--- src/rtl/sgw_pkg.sv ---
package sgw_pkg;
  localparam int unsigned APP_N    = 6;
  localparam int unsigned FIX_N    = 4;
  localparam int unsigned OFF_STAT = 28;
  localparam int unsigned CMPL_BIT = 31;
  localparam int unsigned SOF_BIT  = 27;
  localparam int unsigned EOF_BIT  = 26;

  typedef enum logic [2:0] {
    S_IDLE, S_FETCH, S_CHECK, S_ISSUE, S_WBACK, S_ADV
  } walk_st_e;

  typedef enum logic [1:0] {P_IDLE, P_REQ, P_WAIT} port_st_e;

  // fetch slot -> byte offset: next, buffer, control, status, app words
  function automatic logic [7:0] word_off(input logic [3:0] idx);
    case (idx)
      4'd0:    word_off = 8'd0;
      4'd1:    word_off = 8'd8;
      4'd2:    word_off = 8'd24;
      4'd3:    word_off = 8'd28;
      default: word_off = 8'd16 + {2'b00, idx, 2'b00};
    endcase
  endfunction
endpackage

--- src/rtl/sgw_mem_port.sv ---
module sgw_mem_port
  import sgw_pkg::*;
#(
  parameter int unsigned DW = 32
) (
  input  logic          clk_i,
  input  logic          rst_ni,
  input  logic          start_i,
  input  logic          we_i,
  input  logic [DW-1:0] addr_i,
  input  logic [DW-1:0] wdata_i,
  output logic          idle_o,
  output logic          done_o,
  output logic [DW-1:0] rdata_o,
  output logic          mem_req_o,
  output logic          mem_we_o,
  output logic [DW-1:0] mem_addr_o,
  output logic [DW-1:0] mem_wdata_o,
  input  logic          mem_gnt_i,
  input  logic          mem_rvalid_i,
  input  logic [DW-1:0] mem_rdata_i
);
  port_st_e      st_q;
  logic          we_q;
  logic [DW-1:0] addr_q, wdata_q;

  always_ff @(posedge clk_i or negedge rst_ni) begin
    if (!rst_ni) begin
      st_q    <= P_IDLE;
      we_q    <= 1'b0;
      addr_q  <= '0;
      wdata_q <= '0;
    end else begin
      case (st_q)
        P_IDLE: if (start_i) begin
          we_q    <= we_i;
          addr_q  <= addr_i;
          wdata_q <= wdata_i;
          st_q    <= P_REQ;
        end
        P_REQ:   if (mem_gnt_i) st_q <= we_q ? P_IDLE : P_WAIT;
        P_WAIT:  if (mem_rvalid_i) st_q <= P_IDLE;
        default: st_q <= P_IDLE;
      endcase
    end
  end

  assign idle_o      = (st_q == P_IDLE);
  assign done_o      = ((st_q == P_REQ) && mem_gnt_i && we_q) ||
                       ((st_q == P_WAIT) && mem_rvalid_i);
  assign rdata_o     = mem_rdata_i;
  assign mem_req_o   = (st_q == P_REQ);
  assign mem_we_o    = we_q;
  assign mem_addr_o  = addr_q;
  assign mem_wdata_o = wdata_q;

  // request held until granted
  a_r9_req_hold: assert property (@(posedge clk_i) disable iff (!rst_ni)
    mem_req_o && !mem_gnt_i |=> mem_req_o && $stable(mem_addr_o) && $stable(mem_we_o));
  // no new request before read data returns
  a_r9_single_read: assert property (@(posedge clk_i) disable iff (!rst_ni)
    mem_req_o && mem_gnt_i && !mem_we_o |=> !mem_req_o);
endmodule

--- src/rtl/sgw_desc_capture.sv ---
module sgw_desc_capture
  import sgw_pkg::*;
#(
  parameter int unsigned DW    = 32,
  parameter int unsigned LEN_W = 23,
  parameter int unsigned APP_W = APP_N,
  parameter int unsigned IDX_W = 4
) (
  input  logic             clk_i,
  input  logic             rst_ni,
  input  logic             we_i,
  input  logic [IDX_W-1:0] idx_i,
  input  logic [DW-1:0]    data_i,
  output logic [DW-1:0]    next_o,
  output logic [DW-1:0]    buf_o,
  output logic [LEN_W-1:0] len_o,
  output logic             sof_o,
  output logic             eof_o,
  output logic             cmpl_o,
  output logic [APP_W*DW-1:0] app_o
);
  always_ff @(posedge clk_i or negedge rst_ni) begin
    if (!rst_ni) begin
      next_o <= '0;
      buf_o  <= '0;
      len_o  <= '0;
      sof_o  <= 1'b0;
      eof_o  <= 1'b0;
      cmpl_o <= 1'b0;
    end else if (we_i) begin
      case (idx_i)
        IDX_W'(0): next_o <= data_i;
        IDX_W'(1): buf_o  <= data_i;
        IDX_W'(2): begin
          len_o <= data_i[LEN_W-1:0];
          sof_o <= data_i[SOF_BIT];
          eof_o <= data_i[EOF_BIT];
        end
        IDX_W'(3): cmpl_o <= data_i[CMPL_BIT];
        default: ;
      endcase
    end
  end

  for (genvar g = 0; g < APP_W; g++) begin : g_app
    localparam int unsigned SLOT = FIX_N + g;
    always_ff @(posedge clk_i or negedge rst_ni) begin
      if (!rst_ni) app_o[g*DW +: DW] <= '0;
      else if (we_i && idx_i == IDX_W'(SLOT)) app_o[g*DW +: DW] <= data_i;
    end
  end
endmodule

--- src/rtl/sgw_frame_track.sv ---
module sgw_frame_track #(
  parameter int unsigned DW    = 32,
  parameter int unsigned LEN_W = 23,
  parameter int unsigned POS_W = 24,
  parameter int unsigned APP_W = 6
) (
  input  logic                clk_i,
  input  logic                rst_ni,
  input  logic                open_i,
  input  logic [APP_W*DW-1:0] app_i,
  input  logic                add_i,
  input  logic [LEN_W-1:0]    len_i,
  input  logic                last_i,
  output logic [APP_W*DW-1:0] app_o,
  output logic                done_o,
  output logic [POS_W-1:0]    len_o
);
  logic [POS_W-1:0] pos_q, pos_sum;

  assign pos_sum = pos_q + POS_W'(len_i);

  always_ff @(posedge clk_i or negedge rst_ni) begin
    if (!rst_ni) begin
      pos_q  <= '0;
      app_o  <= '0;
      done_o <= 1'b0;
      len_o  <= '0;
    end else begin
      done_o <= 1'b0;
      if (open_i) begin
        pos_q <= '0;
        app_o <= app_i;
      end else if (add_i) begin
        if (last_i) begin
          len_o  <= pos_sum;
          done_o <= 1'b1;
          pos_q  <= '0;
        end else begin
          pos_q <= pos_sum;
        end
      end
    end
  end

  // position restarts after each frame end
  a_r7_pos_restart: assert property (@(posedge clk_i) disable iff (!rst_ni)
    done_o |-> pos_q == '0);
endmodule

--- src/rtl/sg_walker.sv ---
module sg_walker
  import sgw_pkg::*;
#(
  parameter int unsigned DW    = 32,
  parameter int unsigned LEN_W = 23,
  parameter int unsigned POS_W = 24,
  parameter int unsigned APP_W = APP_N
) (
  input  logic                clk_i,
  input  logic                rst_ni,
  input  logic                run_i,
  input  logic                cur_wr_i,
  input  logic [DW-1:0]       cur_ptr_i,
  input  logic                tail_wr_i,
  input  logic [DW-1:0]       tail_ptr_i,
  output logic [DW-1:0]       cur_ptr_o,
  output logic                idle_o,
  output logic                busy_o,
  output logic                mem_req_o,
  output logic                mem_we_o,
  output logic [DW-1:0]       mem_addr_o,
  output logic [DW-1:0]       mem_wdata_o,
  input  logic                mem_gnt_i,
  input  logic                mem_rvalid_i,
  input  logic [DW-1:0]       mem_rdata_i,
  output logic                cmd_valid_o,
  input  logic                cmd_ready_i,
  output logic [DW-1:0]       cmd_addr_o,
  output logic [LEN_W-1:0]    cmd_len_o,
  output logic                cmd_sof_o,
  output logic                cmd_eof_o,
  output logic                frame_done_o,
  output logic [POS_W-1:0]    frame_len_o,
  output logic [APP_W*DW-1:0] app_o
);
  localparam int unsigned FETCH_N = FIX_N + APP_W;
  localparam int unsigned IDX_W   = $clog2(FETCH_N);

  walk_st_e          st_q;
  logic [IDX_W-1:0]  idx_q;
  logic [DW-1:0]     cur_q, tail_q;
  logic              idle_q;

  logic              p_start, p_idle, p_done;
  logic [DW-1:0]     p_addr, p_wdata, p_rdata;
  logic [7:0]        off;
  logic [DW-1:0]     d_next, d_buf;
  logic [LEN_W-1:0]  d_len;
  logic              d_sof, d_eof, d_cmpl;
  logic [APP_W*DW-1:0] d_app;

  assign off     = (st_q == S_WBACK) ? 8'(OFF_STAT) : word_off(4'(idx_q));
  assign p_addr  = cur_q + {{(DW-8){1'b0}}, off};
  assign p_wdata = {{(DW-LEN_W){1'b0}}, d_len} | (DW'(1) << CMPL_BIT);
  assign p_start = ((st_q == S_FETCH) || (st_q == S_WBACK)) && p_idle;

  sgw_mem_port #(.DW(DW)) u_port (
    .clk_i, .rst_ni,
    .start_i(p_start), .we_i(st_q == S_WBACK), .addr_i(p_addr), .wdata_i(p_wdata),
    .idle_o(p_idle), .done_o(p_done), .rdata_o(p_rdata),
    .mem_req_o, .mem_we_o, .mem_addr_o, .mem_wdata_o,
    .mem_gnt_i, .mem_rvalid_i, .mem_rdata_i
  );

  sgw_desc_capture #(.DW(DW), .LEN_W(LEN_W), .APP_W(APP_W), .IDX_W(IDX_W)) u_cap (
    .clk_i, .rst_ni,
    .we_i((st_q == S_FETCH) && p_done), .idx_i(idx_q), .data_i(p_rdata),
    .next_o(d_next), .buf_o(d_buf), .len_o(d_len), .sof_o(d_sof), .eof_o(d_eof),
    .cmpl_o(d_cmpl), .app_o(d_app)
  );

  sgw_frame_track #(.DW(DW), .LEN_W(LEN_W), .POS_W(POS_W), .APP_W(APP_W)) u_frame (
    .clk_i, .rst_ni,
    .open_i((st_q == S_CHECK) && !d_cmpl && d_sof), .app_i(d_app),
    .add_i((st_q == S_ISSUE) && cmd_ready_i), .len_i(d_len), .last_i(d_eof),
    .app_o, .done_o(frame_done_o), .len_o(frame_len_o)
  );

  always_ff @(posedge clk_i or negedge rst_ni) begin
    if (!rst_ni) begin
      st_q   <= S_IDLE;
      idx_q  <= '0;
      cur_q  <= '0;
      tail_q <= '0;
      idle_q <= 1'b1;
    end else begin
      if (tail_wr_i) begin
        tail_q <= tail_ptr_i;
        idle_q <= 1'b0;
      end
      case (st_q)
        S_IDLE: begin
          if (cur_wr_i) cur_q <= cur_ptr_i;
          if (tail_wr_i && run_i) begin
            idx_q <= '0;
            st_q  <= S_FETCH;
          end
        end
        S_FETCH: if (p_done) begin
          if (idx_q == IDX_W'(FETCH_N - 1)) st_q <= S_CHECK;
          else idx_q <= idx_q + 1'b1;
        end
        S_CHECK: begin
          if (d_cmpl) begin
            if (!tail_wr_i) idle_q <= 1'b1;
            st_q <= S_IDLE;
          end else begin
            st_q <= S_ISSUE;
          end
        end
        S_ISSUE: if (cmd_ready_i) st_q <= S_WBACK;
        S_WBACK: if (p_done) st_q <= S_ADV;
        S_ADV: begin
          cur_q <= d_next;
          idx_q <= '0;
          if (cur_q == tail_q && !tail_wr_i) begin
            idle_q <= 1'b1;
            st_q   <= S_IDLE;
          end else begin
            st_q <= S_FETCH;
          end
        end
        default: st_q <= S_IDLE;
      endcase
    end
  end

  assign cur_ptr_o   = cur_q;
  assign idle_o      = idle_q;
  assign busy_o      = (st_q != S_IDLE);
  assign cmd_valid_o = (st_q == S_ISSUE);
  assign cmd_addr_o  = d_buf;
  assign cmd_len_o   = d_len;
  assign cmd_sof_o   = d_sof;
  assign cmd_eof_o   = d_eof;

  // nothing moves while not busy
  a_r1_quiet: assert property (@(posedge clk_i) disable iff (!rst_ni)
    !busy_o |-> !mem_req_o && !cmd_valid_o);
  // a walk starts only from a tail write with run set
  a_r2_start_cause: assert property (@(posedge clk_i) disable iff (!rst_ni)
    $rose(busy_o) |-> $past(tail_wr_i && run_i));
  // command stable under back-pressure
  a_r4_cmd_hold: assert property (@(posedge clk_i) disable iff (!rst_ni)
    cmd_valid_o && !cmd_ready_i |=> cmd_valid_o && $stable(cmd_addr_o) &&
      $stable(cmd_len_o) && $stable(cmd_sof_o) && $stable(cmd_eof_o));
  // write-back carries the done flag and only the length bits
  a_r5_wb_word: assert property (@(posedge clk_i) disable iff (!rst_ni)
    mem_req_o && mem_we_o |-> mem_wdata_o[CMPL_BIT] &&
      mem_wdata_o[CMPL_BIT-1:LEN_W] == '0);
  // idle and busy exclusive
  a_r6_idle_excl: assert property (@(posedge clk_i) disable iff (!rst_ni)
    idle_o |-> !busy_o);
  // frame pulse follows an accepted last-of-frame command
  a_r7_done_cause: assert property (@(posedge clk_i) disable iff (!rst_ni)
    frame_done_o |-> $past(cmd_valid_o && cmd_ready_i && cmd_eof_o));
  // pointer moves only while walking or by an idle load
  a_r10_cur_src: assert property (@(posedge clk_i) disable iff (!rst_ni)
    !$stable(cur_ptr_o) |-> $past(busy_o) || $past(cur_wr_i));
endmodule

--- config.mk ---
export PLATFORM = sky130hd
export DESIGN_NAME = sg_walker
export DESIGN_NICKNAME = d
export VERILOG_FILES = /design/src/rtl/sgw_pkg.sv /design/src/rtl/sgw_mem_port.sv /design/src/rtl/sgw_desc_capture.sv /design/src/rtl/sgw_frame_track.sv /design/src/rtl/sg_walker.sv
export SDC_FILE = /design/constraint.sdc
export NUM_CORES = 1
export LEC_CHECK = 0
export CAP_MARGIN = 40
export CORE_ASPECT_RATIO = 1.1
export CORE_MARGIN = 2
export CORE_UTILIZATION = 55
export CTS_BUF_LIST = sky130_fd_sc_hd__clkbuf_16
export CTS_CLUSTER_DIAMETER = 150
export DETAILED_ROUTE_END_ITERATION = 12
export DONT_BUFFER_PORTS = 1
export HOLD_SLACK_MARGIN = 0.08
export PLACE_DENSITY_LB_ADDON = 0.12
export SETUP_SLACK_MARGIN = 0.02
export SYNTH_ARGS = -nofsm -noshare
export SYNTH_HDL_FRONTEND = slang
export SYNTH_SLANG_ARGS = --single-unit
--- constraint.sdc ---
create_clock -name clk_i -period 6.7 [get_ports clk_i]
set_input_delay 0.67 -clock clk_i [delete_from_list [all_inputs] [get_ports clk_i]]
set_output_delay 0.67 -clock clk_i [all_outputs]
set_load 0.01 [all_outputs]
==> results <==
- The flow ran to the end, but the final reports show violations.
- The checks that failed: negative hold slack, max-slew violations.
- The critical path class is register to register.
- The count of filler cells inserted in the layout is 3842.
- Of all nets on the critical path, the largest fanout is 7.
- In this run, placement finished with an instance count of 2484.
- Once detail routing completed, the nets flagged for antenna violations numbered 0.
- The first global-routing pass estimated 104000 um of wire.
- In this run the tool buffered the top-level ports with 0 buffer cells.
- The number of warnings reported in the yosys synthesis log is 0.
- The final hold violation count is 56.
- The standard-cell row count is 85.
- The number of clock sinks seen by CTS is 654.
- The clock latency at the later pin of the worst-skew pair is 0.60 ns.
- The synthesized netlist occupies a cell area of 27000 sq um.
- Combinational logic burns 19.2% of the power.
- The setup slack of the most critical reg-to-reg path is 3.15 ns.
- For this run, design rule violations remaining after detail routing come to 0.
- The post-route clock period utilization is 52.9%.
- The area growth from synthesis to layout is 10.2%.
- The sequential-to-total area share from yosys stat is 60.6%.
- The maximum level of the CTS H-tree is 3.
- Before antenna repair, the detailed router went through 5 iterations.
- The remaining global-route overflow is 0.
- Clock skew on the completed layout was measured at 0.0224 ns.
- In this run switching power makes up 32.2% of total power.
- The data arrival at the endpoint of the critical path is 4.01 ns.
- IR analysis of the VDD net gives a maximum drop of 0.000243 V.
- The clock period minus worst slack is 3.55 ns.
- The startpoint identified for the worst register-to-register timing path is idx_q[0].
- The gate count of the mapped netlist is 1912.
- Summed over all failing endpoints, the final setup total negative slack is 0 ns.
- The pin slew with the least headroom to its limit is 3.67 ns.
- STA classifies the critical path startpoint as a register.
- The post-route worst hold slack is -0.223 ns.
- The clock network burns 31.2% of the power.
- The worst slew slack as a fraction of its limit is -145%.
- The routed layout has 15400 vias.
- The average instance in the mapped netlist occupies 14.1 sq um.
- The final non-filler cell total is 2609.
- The area of the placeable core is 48700 sq um.
- For this block, the initial DRC count from the detailed router was 1186.
- The power share of the sequential group is 49.6%.
- The largest net degree at the start of global routing is 655.
- Total power for the finished layout comes to 11600 uW.
- Setup repair after global routing left no endpoint under its margin.
- The tightest min-delay check is of the primary input to async pin type.
- The number of CTS-inserted buffers is 68.
- After detailed routing, the average wire length per cell comes to 26.5 um.
- The via count of the first global-routing pass came to 15800.
- During I/O placement, the number of pins put on the boundary was 479.
- Counting distinct cell types in the post-synthesis netlist gives 59.
- In this run the power spent charging and discharging nets is 3730 uW.
- Across the run, the number of max-cap violations was 0.
- The required time reported for the critical path endpoint is 7.17 ns.
- Among all flip-flop cells after synthesis, the most frequent one is sky130_fd_sc_hd__dfrtp_1.
- Counting cells, the worst reg-to-reg path comes to 12.
- The number of synthesized register bits is 654.
- The die is 236 um tall.
- The proportion of layout cells with a drive suffix above 1 is 32.5%.
- The initial antenna violation count is 8.
- Summed over all cells, the static leakage comes to 0.0149 uW.
- Across every metal layer, demand over resource in global routing totals 27.3%.
- Of all flip-flops after synthesis, the portion carrying an async set or reset was 100%.
- The HPWL after detailed placement is 46700 um.
- Counting flops with a built-in enable in the synthesized netlist gives 0.
- The clock passes through at most 3 buffers.
- The post-CTS repair timing setup buffer count is 0.
- The CTS tree is yes.
- The worst setup path is captured at a register.
- The number of gates given a new drive strength after cts is 0.
- The final RePlAce weighted congestion is 0.875.
- For this block, the routed nets add up to 69300 um of wire.
- Using the TritonRoute via totals, the vias-per-cell ratio works out to 5.91.
- The internal portion of the total power is 7860 uW.
- After the last flow step, the layout net total stands at 2045.
- The highest attainable clock frequency is 0.282 GHz.
- In this run the clock root is driven by a sky130_fd_sc_hd__clkbuf_16.
- The reg-to-reg endpoint is u_port.mem_addr_o[31].
- The number of pins with negative max-slew slack in the final report is 574.
- The die covers 50900 sq um.
- Setup violations remaining at the end of the flow were counted as 0.
- For this design the ratio of total power to cell area is 389 nW/um^2.
- The initial utilization of the core area, before any placement, comes to 55.5%.
- The clock input transition at the sequential cells of the worst setup and hold paths is 0.06 ns.
- The chip width is 215 um.
==> worst max path at each step <==
stage / startpoint / endpoint / slack (ns) / depth (start not counted)
2_1_floorplan: idx_q[0] / u_port.mem_addr_o[24] / 3.88 / 13
3_3_place_gp: idx_q[0] / u_port.mem_addr_o[31] / 3.29 / 12
3_5_place_dp: idx_q[0] / u_port.mem_addr_o[31] / 3.17 / 12
4_1_cts: idx_q[0] / u_port.mem_addr_o[31] / 3.16 / 12
5_1_grt: idx_q[0] / u_port.mem_addr_o[31] / 2.82 / 12
6_report: idx_q[0] / u_port.mem_addr_o[31] / 3.15 / 12
==> per-layer routing <==
layer	vias up	share of wire (%)	track usage, %	wire length, um
met3	116	9.0	9.81	6250
met1	8083	40	34.6	27900
met5	-	0.019	0	13
met2	470	48	43.5	33000
li1	6746	-	-	-
met4	2	3.0	9.78	2090
==> sequential cells by signal, summed over array words and instances (netlist names), 23 cells and up <==
register / count
u_port.mem_wdata_o: 24
u_port.mem_addr_o: 32
u_frame.len_o: 24
u_cap.next_o: 32
u_frame.pos_q: 24
u_cap.len_o: 23
u_cap.app_o: 192
tail_q: 32
u_cap.buf_o: 32
u_frame.app_o: 192
cur_ptr_o: 32
==> synth_stat cells, types with 8 or more instances <==
master	count	area, sq um
sky130_fd_sc_hd__dfrtp_1	653	16300
sky130_fd_sc_hd__mux2_2	502	5650
sky130_fd_sc_hd__nand2_1	87	327
sky130_fd_sc_hd__a21oi_1	66	330
sky130_fd_sc_hd__nor2_1	63	236
sky130_fd_sc_hd__buf_2	53	265
sky130_fd_sc_hd__o21ai_0	49	245
sky130_fd_sc_hd__mux2_1	45	507
sky130_fd_sc_hd__xor2_1	43	377
sky130_fd_sc_hd__xnor2_1	40	350
sky130_fd_sc_hd__ha_1	37	463
sky130_fd_sc_hd__mux2i_1	31	310
sky130_fd_sc_hd__clkbuf_1	27	101
sky130_fd_sc_hd__a22o_1	18	158
sky130_fd_sc_hd__inv_1	18	67.6
sky130_fd_sc_hd__nand3_1	18	90.1
sky130_fd_sc_hd__buf_4	15	113
sky130_fd_sc_hd__and3_1	10	62.6
sky130_fd_sc_hd__nand4_1	10	62.6
sky130_fd_sc_hd__a21o_1	9	67.6
sky130_fd_sc_hd__a31oi_1	9	56.3
sky130_fd_sc_hd__nand2b_1	8	50.1
==> power groups by stage <==
stage          sequential, uW  clock (uW)  combinational (uW)
3_5_place_dp             5820           0                2220
3_3_place_gp             5790           0                2130
6_report                 5750        3620                2220
5_1_grt                  5840        3860                2460
2_1_floorplan            5410           0                1850
4_1_cts                  5750        3700                2230
==> critical path, stage by stage, from the launching register on <==
cell and delay [ns]:
sky130_fd_sc_hd__dfrtp_1 0.39, sky130_fd_sc_hd__inv_1 0.13, sky130_fd_sc_hd__ha_1 0.28, sky130_fd_sc_hd__o311ai_0 0.35, sky130_fd_sc_hd__o211ai_1 0.24, sky130_fd_sc_hd__ha_1 0.34, sky130_fd_sc_hd__a21o_1 0.10, sky130_fd_sc_hd__a21oi_1 0.09
sky130_fd_sc_hd__o21ai_0 0.59, sky130_fd_sc_hd__nand2b_1 0.37, sky130_fd_sc_hd__nor3_1 0.30, sky130_fd_sc_hd__xnor2_1 0.16, sky130_fd_sc_hd__o21ai_1 0.07
==> area by class of cell <==
class / instances / area (sq um) / area share [%]
antenna: 3 / 7.51 / 0.0252
clock buffer: 69 / 1730 / 5.80
clock inverter: 53 / 400 / 1.34
inverter: 18 / 67.6 / 0.227
multi-input combinational: 1145 / 10100 / 34.0
sequential: 654 / 16400 / 55.0
tap: 652 / 816 / 2.74
timing repair buffer: 15 / 260 / 0.874
==> cells in the final DEF, fill, tap and decap left out, drive strengths merged, types with 9 or more instances in the layout <==
cell,n
clkinv,29
dfrtp,653
nor2,64
clkbuf,69
a31oi,9
and3,10
xor2,43
a21o,9
a22o,18
buf,15
nand4,10
xnor2,40
mux2,547
nand2,87
ha,37
inv,37
nor4,9
o21ai,54
a21oi,66
nand3,20
mux2i,31
==> through the flow <==
step	setup slack [ns]	hold WS, ns	utilization, %	instance area, sq um
2_1_floorplan	3.88	0.374	-	27100
3_3_place_gp	3.29	0.388	56.3	27400
3_5_place_dp	3.17	0.389	56.7	27600
4_1_cts	3.16	-0.242	61.1	29800
5_1_grt	2.82	-0.242	61.1	29800
6_report	3.15	-0.223	61.1	29800
==> logic make-up (layout without fill, tap and decap cells) <==
family                     count (synthesis)  count (layout)  share of synthesized area [%]
and+or+nand+nor                          245             245                           4.43
buffers and inverters                    120             155                           2.20
other                                      1              11                         0.0139
DFF                                      654             654                           60.6
AOI/OAI and AO/OA                        192             192                           4.30
xor gates and xnor gates                  83              83                           2.69
muxes                                    578             578                           23.9
adders and majority gates                 39              39                           1.86
(Power assumes the default switching activity.)
